--- src/rtl/intc_pkg.sv ---
package intc_pkg;

    localparam int NUM_LINES = 32;
    localparam int PRIO_W    = 5;
    localparam int IDX_W     = $clog2(NUM_LINES);
    localparam int DATA_W    = 32;
    localparam int ADDR_W    = 8;
    localparam int ROUTE_BIT = 8;

    localparam logic [ADDR_W-1:0] A_PEND     = 8'h00;
    localparam logic [ADDR_W-1:0] A_MASK     = 8'h04;
    localparam logic [ADDR_W-1:0] A_TRIG     = 8'h08;
    localparam logic [ADDR_W-1:0] A_SRC_IRQ  = 8'h10;
    localparam logic [ADDR_W-1:0] A_SRC_FIQ  = 8'h14;
    localparam logic [ADDR_W-1:0] A_CFG_BASE = 8'h20;
    localparam logic [ADDR_W-1:0] A_REV      = 8'hA8;

    typedef enum logic {
        OUT_IRQ = 1'b0,
        OUT_FIQ = 1'b1
    } out_sel_e;

    typedef struct packed {
        logic              route_fiq;
        logic [PRIO_W-1:0] prio;
    } line_cfg_t;

    typedef struct packed {
        logic             valid;
        logic [IDX_W-1:0] idx;
    } pick_t;

    function automatic logic [DATA_W-1:0] src_word(pick_t p);
        logic [DATA_W-1:0] w;
        w = '0;
        if (p.valid) begin
            w[DATA_W-1]  = 1'b1;
            w[IDX_W-1:0] = p.idx;
        end
        return w;
    endfunction

    function automatic logic [DATA_W-1:0] cfg_word(line_cfg_t c);
        logic [DATA_W-1:0] w;
        w = '0;
        w[PRIO_W-1:0] = c.prio;
        w[ROUTE_BIT]  = c.route_fiq;
        return w;
    endfunction

endpackage

--- src/rtl/intc_sync_edge.sv ---
module intc_sync_edge #(
    parameter int STAGES = 2
) (
    input  logic clk,
    input  logic rst,
    input  logic line_i,
    input  logic edge_mode_i,
    output logic set_o
);
    logic [STAGES-1:0] sh_q;
    logic              last_q;

    always_ff @(posedge clk) begin
        if (rst) begin
            sh_q   <= '0;
            last_q <= 1'b0;
        end else begin
            sh_q   <= {sh_q[STAGES-2:0], line_i};
            last_q <= sh_q[STAGES-1];
        end
    end

    assign set_o = edge_mode_i ? (sh_q[STAGES-1] & ~last_q) : sh_q[STAGES-1];

    // an edge-mode line raises its set request for one cycle only
    a_r2_edge_single: assert property (@(posedge clk) disable iff (rst)
        (edge_mode_i && set_o) |=> (!edge_mode_i || !set_o));

endmodule

--- src/rtl/intc_arbiter.sv ---
module intc_arbiter
    import intc_pkg::*;
(
    input  logic      clk,
    input  logic      rst,
    input  logic [NUM_LINES-1:0] elig_i,
    input  line_cfg_t cfg_i [NUM_LINES],
    output pick_t     pick_o
);
    always_comb begin
        logic [PRIO_W-1:0] best;
        best   = '1;
        pick_o = '0;
        for (int i = 0; i < NUM_LINES; i++) begin
            if (elig_i[i] && (!pick_o.valid || cfg_i[i].prio < best)) begin
                pick_o.valid = 1'b1;
                pick_o.idx   = IDX_W'(i);
                best         = cfg_i[i].prio;
            end
        end
    end

    // nothing eligible means no valid winner
    a_r8_idle_no_pick: assert property (@(posedge clk) disable iff (rst)
        (elig_i == '0) |-> !pick_o.valid);

    a_r4_winner_eligible: assert property (@(posedge clk) disable iff (rst)
        pick_o.valid |-> elig_i[pick_o.idx]);

    for (genvar j = 0; j < NUM_LINES; j++) begin : g_chk
        // no eligible line beats the winner on priority, or on index at a tie
        a_r4_no_better: assert property (@(posedge clk) disable iff (rst)
            (pick_o.valid && elig_i[j]) |->
                ((cfg_i[pick_o.idx].prio < cfg_i[j].prio) ||
                 ((cfg_i[pick_o.idx].prio == cfg_i[j].prio) && (pick_o.idx <= IDX_W'(j)))));
    end

endmodule

--- src/rtl/intc_dual.sv ---
module intc_dual
    import intc_pkg::*;
#(
    parameter int         SYNC_STAGES = 2,
    parameter logic [3:0] REV_MAJOR   = 4'd2,
    parameter logic [3:0] REV_MINOR   = 4'd1
) (
    input  logic                 clk,
    input  logic                 rst,
    input  logic [NUM_LINES-1:0] irq_lines_i,
    input  logic                 bus_sel_i,
    input  logic                 bus_we_i,
    input  logic [ADDR_W-1:0]    bus_addr_i,
    input  logic [DATA_W-1:0]    bus_wdata_i,
    output logic [DATA_W-1:0]    bus_rdata_o,
    output logic                 irq_o,
    output logic                 fiq_o
);
    localparam int NUM_OUT  = 2;
    localparam int CFG_SPAN = 4 * NUM_LINES;

    logic [NUM_LINES-1:0] pend_q, mask_q, trig_q, set_vec;
    line_cfg_t            cfg_q [NUM_LINES];
    logic [DATA_W-1:0]    rdata_q, rdata_d;
    pick_t                picks [NUM_OUT];
    logic [NUM_LINES-1:0] elig  [NUM_OUT];
    logic [NUM_LINES-1:0] route_vec;

    logic wr, rd, cfg_hit;
    logic [ADDR_W-1:0] cfg_off;
    logic [IDX_W-1:0]  cfg_idx;

    assign wr      = bus_sel_i & bus_we_i;
    assign rd      = bus_sel_i & ~bus_we_i;
    assign cfg_off = bus_addr_i - A_CFG_BASE;
    assign cfg_hit = (int'(cfg_off) < CFG_SPAN) && (cfg_off[1:0] == 2'b00);
    assign cfg_idx = cfg_off[IDX_W+1:2];

    // Input synchronizers and edge/level detection
    for (genvar g = 0; g < NUM_LINES; g++) begin : g_line
        intc_sync_edge #(.STAGES(SYNC_STAGES)) u_sync (
            .clk         (clk),
            .rst         (rst),
            .line_i      (irq_lines_i[g]),
            .edge_mode_i (trig_q[g]),
            .set_o       (set_vec[g])
        );
        assign route_vec[g] = cfg_q[g].route_fiq;
    end

    // Per-output eligibility and arbitration
    for (genvar o = 0; o < NUM_OUT; o++) begin : g_out
        assign elig[o] = pend_q & ~mask_q &
                         ((o == int'(OUT_FIQ)) ? route_vec : ~route_vec);
        intc_arbiter u_arb (
            .clk    (clk),
            .rst    (rst),
            .elig_i (elig[o]),
            .cfg_i  (cfg_q),
            .pick_o (picks[o])
        );
    end

    // Clear sources: software write-0 and source-register acknowledge
    logic                 ack_irq, ack_fiq;
    logic [NUM_LINES-1:0] wclr, ackclr;

    assign ack_irq = rd && (bus_addr_i == A_SRC_IRQ) && picks[OUT_IRQ].valid;
    assign ack_fiq = rd && (bus_addr_i == A_SRC_FIQ) && picks[OUT_FIQ].valid;
    assign wclr    = (wr && bus_addr_i == A_PEND) ? ~bus_wdata_i : '0;

    always_comb begin
        ackclr = '0;
        if (ack_irq) ackclr[picks[OUT_IRQ].idx] = 1'b1;
        if (ack_fiq) ackclr[picks[OUT_FIQ].idx] = 1'b1;
    end

    always_comb begin
        rdata_d = '0;
        if (cfg_hit) begin
            rdata_d = cfg_word(cfg_q[cfg_idx]);
        end else begin
            case (bus_addr_i)
                A_PEND:    rdata_d = pend_q;
                A_MASK:    rdata_d = mask_q;
                A_TRIG:    rdata_d = trig_q;
                A_SRC_IRQ: rdata_d = src_word(picks[OUT_IRQ]);
                A_SRC_FIQ: rdata_d = src_word(picks[OUT_FIQ]);
                A_REV:     rdata_d = {{(DATA_W-8){1'b0}}, REV_MAJOR, REV_MINOR};
                default:   rdata_d = '0;
            endcase
        end
    end

    always_ff @(posedge clk) begin
        if (rst) begin
            pend_q  <= '0;
            mask_q  <= '1;
            trig_q  <= '0;
            rdata_q <= '0;
            for (int i = 0; i < NUM_LINES; i++) cfg_q[i] <= '0;
        end else begin
            pend_q <= (pend_q & ~wclr & ~ackclr) | set_vec;
            if (wr && bus_addr_i == A_MASK) mask_q <= bus_wdata_i;
            if (wr && bus_addr_i == A_TRIG) trig_q <= bus_wdata_i;
            if (wr && cfg_hit) begin
                cfg_q[cfg_idx].prio      <= bus_wdata_i[PRIO_W-1:0];
                cfg_q[cfg_idx].route_fiq <= bus_wdata_i[ROUTE_BIT];
            end
            if (rd) rdata_q <= rdata_d;
        end
    end

    assign bus_rdata_o = rdata_q;
    assign irq_o       = picks[OUT_IRQ].valid;
    assign fiq_o       = picks[OUT_FIQ].valid;

    // a write never raises a bit that was neither pending nor being set
    a_r3_w1_keeps: assert property (@(posedge clk) disable iff (rst)
        (wr && bus_addr_i == A_PEND) |=> ((pend_q & ~$past(pend_q | set_vec)) == '0));

    // bits written 0 end cleared unless hardware set them that cycle
    a_r3_w0_clears: assert property (@(posedge clk) disable iff (rst)
        (wr && bus_addr_i == A_PEND) |=> ((pend_q & ~$past(bus_wdata_i) & ~$past(set_vec)) == '0));

    // an acknowledged IRQ line is cleared unless set again
    a_r6_ack_clears: assert property (@(posedge clk) disable iff (rst)
        (ack_irq && !set_vec[picks[OUT_IRQ].idx]) |=> !pend_q[$past(picks[OUT_IRQ].idx)]);

    // a masked line never wins either output
    a_r7_masked_out: assert property (@(posedge clk) disable iff (rst)
        (picks[OUT_IRQ].valid |-> !mask_q[picks[OUT_IRQ].idx]) and
        (picks[OUT_FIQ].valid |-> !mask_q[picks[OUT_FIQ].idx]));

    // revision read returns the fixed identifier
    a_r9_rev_read: assert property (@(posedge clk) disable iff (rst)
        (rd && bus_addr_i == A_REV) |=> (bus_rdata_o == {24'h0, REV_MAJOR, REV_MINOR}));

endmodule

--- config.mk ---
export PLATFORM = sky130hd
export DESIGN_NAME = intc_dual
export DESIGN_NICKNAME = d
export VERILOG_FILES = /design/src/rtl/intc_pkg.sv /design/src/rtl/intc_sync_edge.sv /design/src/rtl/intc_arbiter.sv /design/src/rtl/intc_dual.sv
export SDC_FILE = /design/constraint.sdc
export NUM_CORES = 2
export LEC_CHECK = 0
export BUFFER_PORTS_ARGS = -buffer_cell sky130_fd_sc_hd__buf_2
export CAP_MARGIN = 20
export CORE_MARGIN = 2
export CORE_UTILIZATION = 45
export CTS_BUF_LIST = sky130_fd_sc_hd__clkbuf_2 sky130_fd_sc_hd__clkbuf_4 sky130_fd_sc_hd__clkbuf_8
export CTS_CLUSTER_SIZE = 8
export DETAILED_ROUTE_END_ITERATION = 8
export HOLD_SLACK_MARGIN = 0.1
export SYNTH_ARGS = -nofsm -noshare
export SYNTH_HDL_FRONTEND = slang
export SYNTH_SLANG_ARGS = --single-unit
--- constraint.sdc ---
create_clock -name clk -period 49.3 [get_ports clk]
set_clock_uncertainty 0.2 [all_clocks]
set_input_delay 4.93 -clock clk [delete_from_list [all_inputs] [get_ports clk]]
set_output_delay 4.93 -clock clk [all_outputs]
set_load 0.03 [all_outputs]
==> out/qor.yml <==
status: "finished clean"
cp_max_fo: 11
max_freq_mhz: 21.5
ys_async_sr_fraction: 0
ys_seq_elements: 416
yosys.area.top_type: "dfxtp_1"
synthFlopType: "dfxtp_1"
finalNetCount: 4607
critPathMaxStageDelay_ps: 530
post_drt_wl_per_cell_um: 22.0
start_util: 0.456
synth_edf_count: 0
crit_path_start_kind: "register"
port_buffers: 109
placedCellCount: 5143
synth.most_common_cell: "nand2_1"
antenna_found_initial: 4
dieWidth_um: 271
ys_types: 131
slew_violations: 0
cts_made_buffers: 77
hold_buffers: 0
synth_area_um2: 32100
cts_tree: "yes"
postRouteAntennaNets: 0
synth_top_area_frac: 0.260
cts_root_buf: "clkbuf_8"
critical_path_required_ps: 49700
clkLatencyLatePin_ps: 690
syn_nets: 4292
cpMostUsedCell: "ha_1"
yosys-top-cells-count: "495 x nand2_1, 433 x nor2_1, 416 x dfxtp_1, 305 x mux2i_1, 300 x a21oi_1"
netlist_instances: 4021
layout-drive-gt1-share: 0.221
drtIter0Drc: 2993
end_kind: "register"
fin_util: 0.540
cap_violations: 0
grt_pass1_vias: 29100
clockBufferDepth: 3
core_um2: 70300
gp_congestion: 0.982
io-pin-count: 110
irDropWorstVdd_v: 0.0000269
yosys-top-cells-area: "dfxtp_1 26%, mux2i_1 9.5%, ha_1 7.6%"
route.detailed.drc: 0
cts_sinks: 416
worstMarginPinSlew_ps: 1130
max_slew_margin: 0.243
grt_max_degree: 125
overflow: 0
cp.arrival_ps: 47010
yosys_warnings: 0
fillCellCount: 6748
critPathSlowestCell: "or4b_1"
areaGrowthSynthToFinish_pct: 18.4
rows: 97
grt_pass1_wl_um: 177000
htree_levels: 3
worstHoldPathType: "reg2reg"
drt_wl_total_um: 117000
critPathKind: "reg2reg"
power_per_cell_area_nw_per_um2: 20.2
ys_seq_area_frac: 0.260
fin_cells: 5337
dp_hpwl_um: 86600
dieHeight_um: 271
grt_use_total: 0.306
p_leak_uw: 0.0175
clkSlewWorstSetupHoldPaths_ps: 60
fin_crit_sh: 0.945
avgViaCountPerCell: 5.99
power_uw: 768
period_needed_ps: 46610
avgSynthCellArea_um2: 7.98
vias: 32000
drtPass1Iterations: 6
timing.final.hold_violations: 0
design.die.area_um2: 73400
cp.buffers_inverters: 31
setup_violations: 0
cpLargestDelayFamily: "compound AO/OA/AOI/OAI gates"
r2r_slack_ps: 2690
-- stage by stage --
step	hold WS (ps)	TNS (ps)	instance area (um2)	setup slack, ps
3_3_place_gp	215	0	35000	171
4_1_cts	234	0	36800	84.4
2_1_floorplan	214	0	32100	1020
6_report	222	0	38000	2690
5_1_grt	247	-8570	38000	-382
3_5_place_dp	223	-32640	35000	-1190
-- path summary, 6_finish.rpt --
kind / startpoint / endpoint / cells past startpoint
worst min-delay path: g_line[23].u_sync.sh_q[0] / g_line[23].u_sync.sh_q[1] / 1
worst max-delay path: pend_q[0] / pend_q[0] / 258
worst min register to register: g_line[23].u_sync.sh_q[0] / g_line[23].u_sync.sh_q[1] / 1
worst max register to register: pend_q[0] / pend_q[0] / 258
-- repair_timing --
action / 4_1_cts / 5_1_grt
cloned: 0 / 1
buffers inserted: 0 / 53
gates resized for setup: 7 / 191
pin swaps: 0 / 49
setup endpoints to repair: 37 / 37
-- power breakdown --
part	internal (uW)	switching (uW)
clock network	220	162
registers	341	3.94
logic	13.0	27.6
-- worst register-to-register path: cells and delay by family (launching register included) --
family | cells | cell delay (ps)
AO/OA/AOI/OAI | 97 | 16510
adder cells (fa/ha/maj) | 32 | 8780
buffers and inverters | 31 | 3450
flip-flops | 1 | 320
multiplexers | 16 | 3660
AND/OR/NAND/NOR | 82 | 13620
-- sequential cells by signal, summed over array words and instances, names as in the netlist --
register              cells
cfg_q                   192
g_line.u_sync.sh_q       64
g_line.u_sync.last_q     32
mask_q                   32
pend_q                   32
bus_rdata_o              32
trig_q                   32
-- logic make-up (layout without fill, tap and decap cells) --
| logic type | after synthesis | after routing | synth area share |
|---|---|---|---|
| fa+ha+maj | 207 | 207 | 0.0798 |
| buf+inv | 413 | 786 | 0.0504 |
| other cells | 0 | 2 | 0 |
| xor+xnor | 11 | 11 | 0.00300 |
| simple gates | 1536 | 1536 | 0.234 |
| mux | 439 | 439 | 0.164 |
| flops | 416 | 416 | 0.260 |
| compound gates | 999 | 1000 | 0.210 |
-- area by class of cell --
cell class	count	area [um2]	share of cell area
Sequential cell	416	8330	0.219
Tap cell	940	1180	0.0310
Clock inverter	15	209	0.00550
Clock buffer	123	1540	0.0405
Multi-Input combinational cell	3193	22900	0.603
Antenna cell	2	5.00	0.000132
Inverter	219	825	0.0217
Timing Repair Buffer	429	2990	0.0786
-- per-layer routing --
metal / GRT usage / vias up / wire length [um]
met5: 0 / - / 11
met4: 0.0971 / 2 / 3420
met1: 0.441 / 15200 / 53600
li1: - / 15200 / -
met2: 0.473 / 1360 / 50800
met3: 0.0382 / 220 / 9380
-- layout by cell type, fill, tap and decap left out, drive strengths merged, types with 31 or more instances in the layout --
cell type,instances
buf,429
a21o,55
nor2,433
o21ai,213
a31oi,50
or2,46
inv,224
nand3,76
clkbuf,123
ha,195
a21oi,305
nand2b,33
o211ai,41
mux2i,306
nor2b,128
mux2,73
nand3b,31
nand2,497
o21a,44
nor3,63
and3,31
mux4,60
and2,43
dfxtp,416
(Power assumes the default switching activity.)
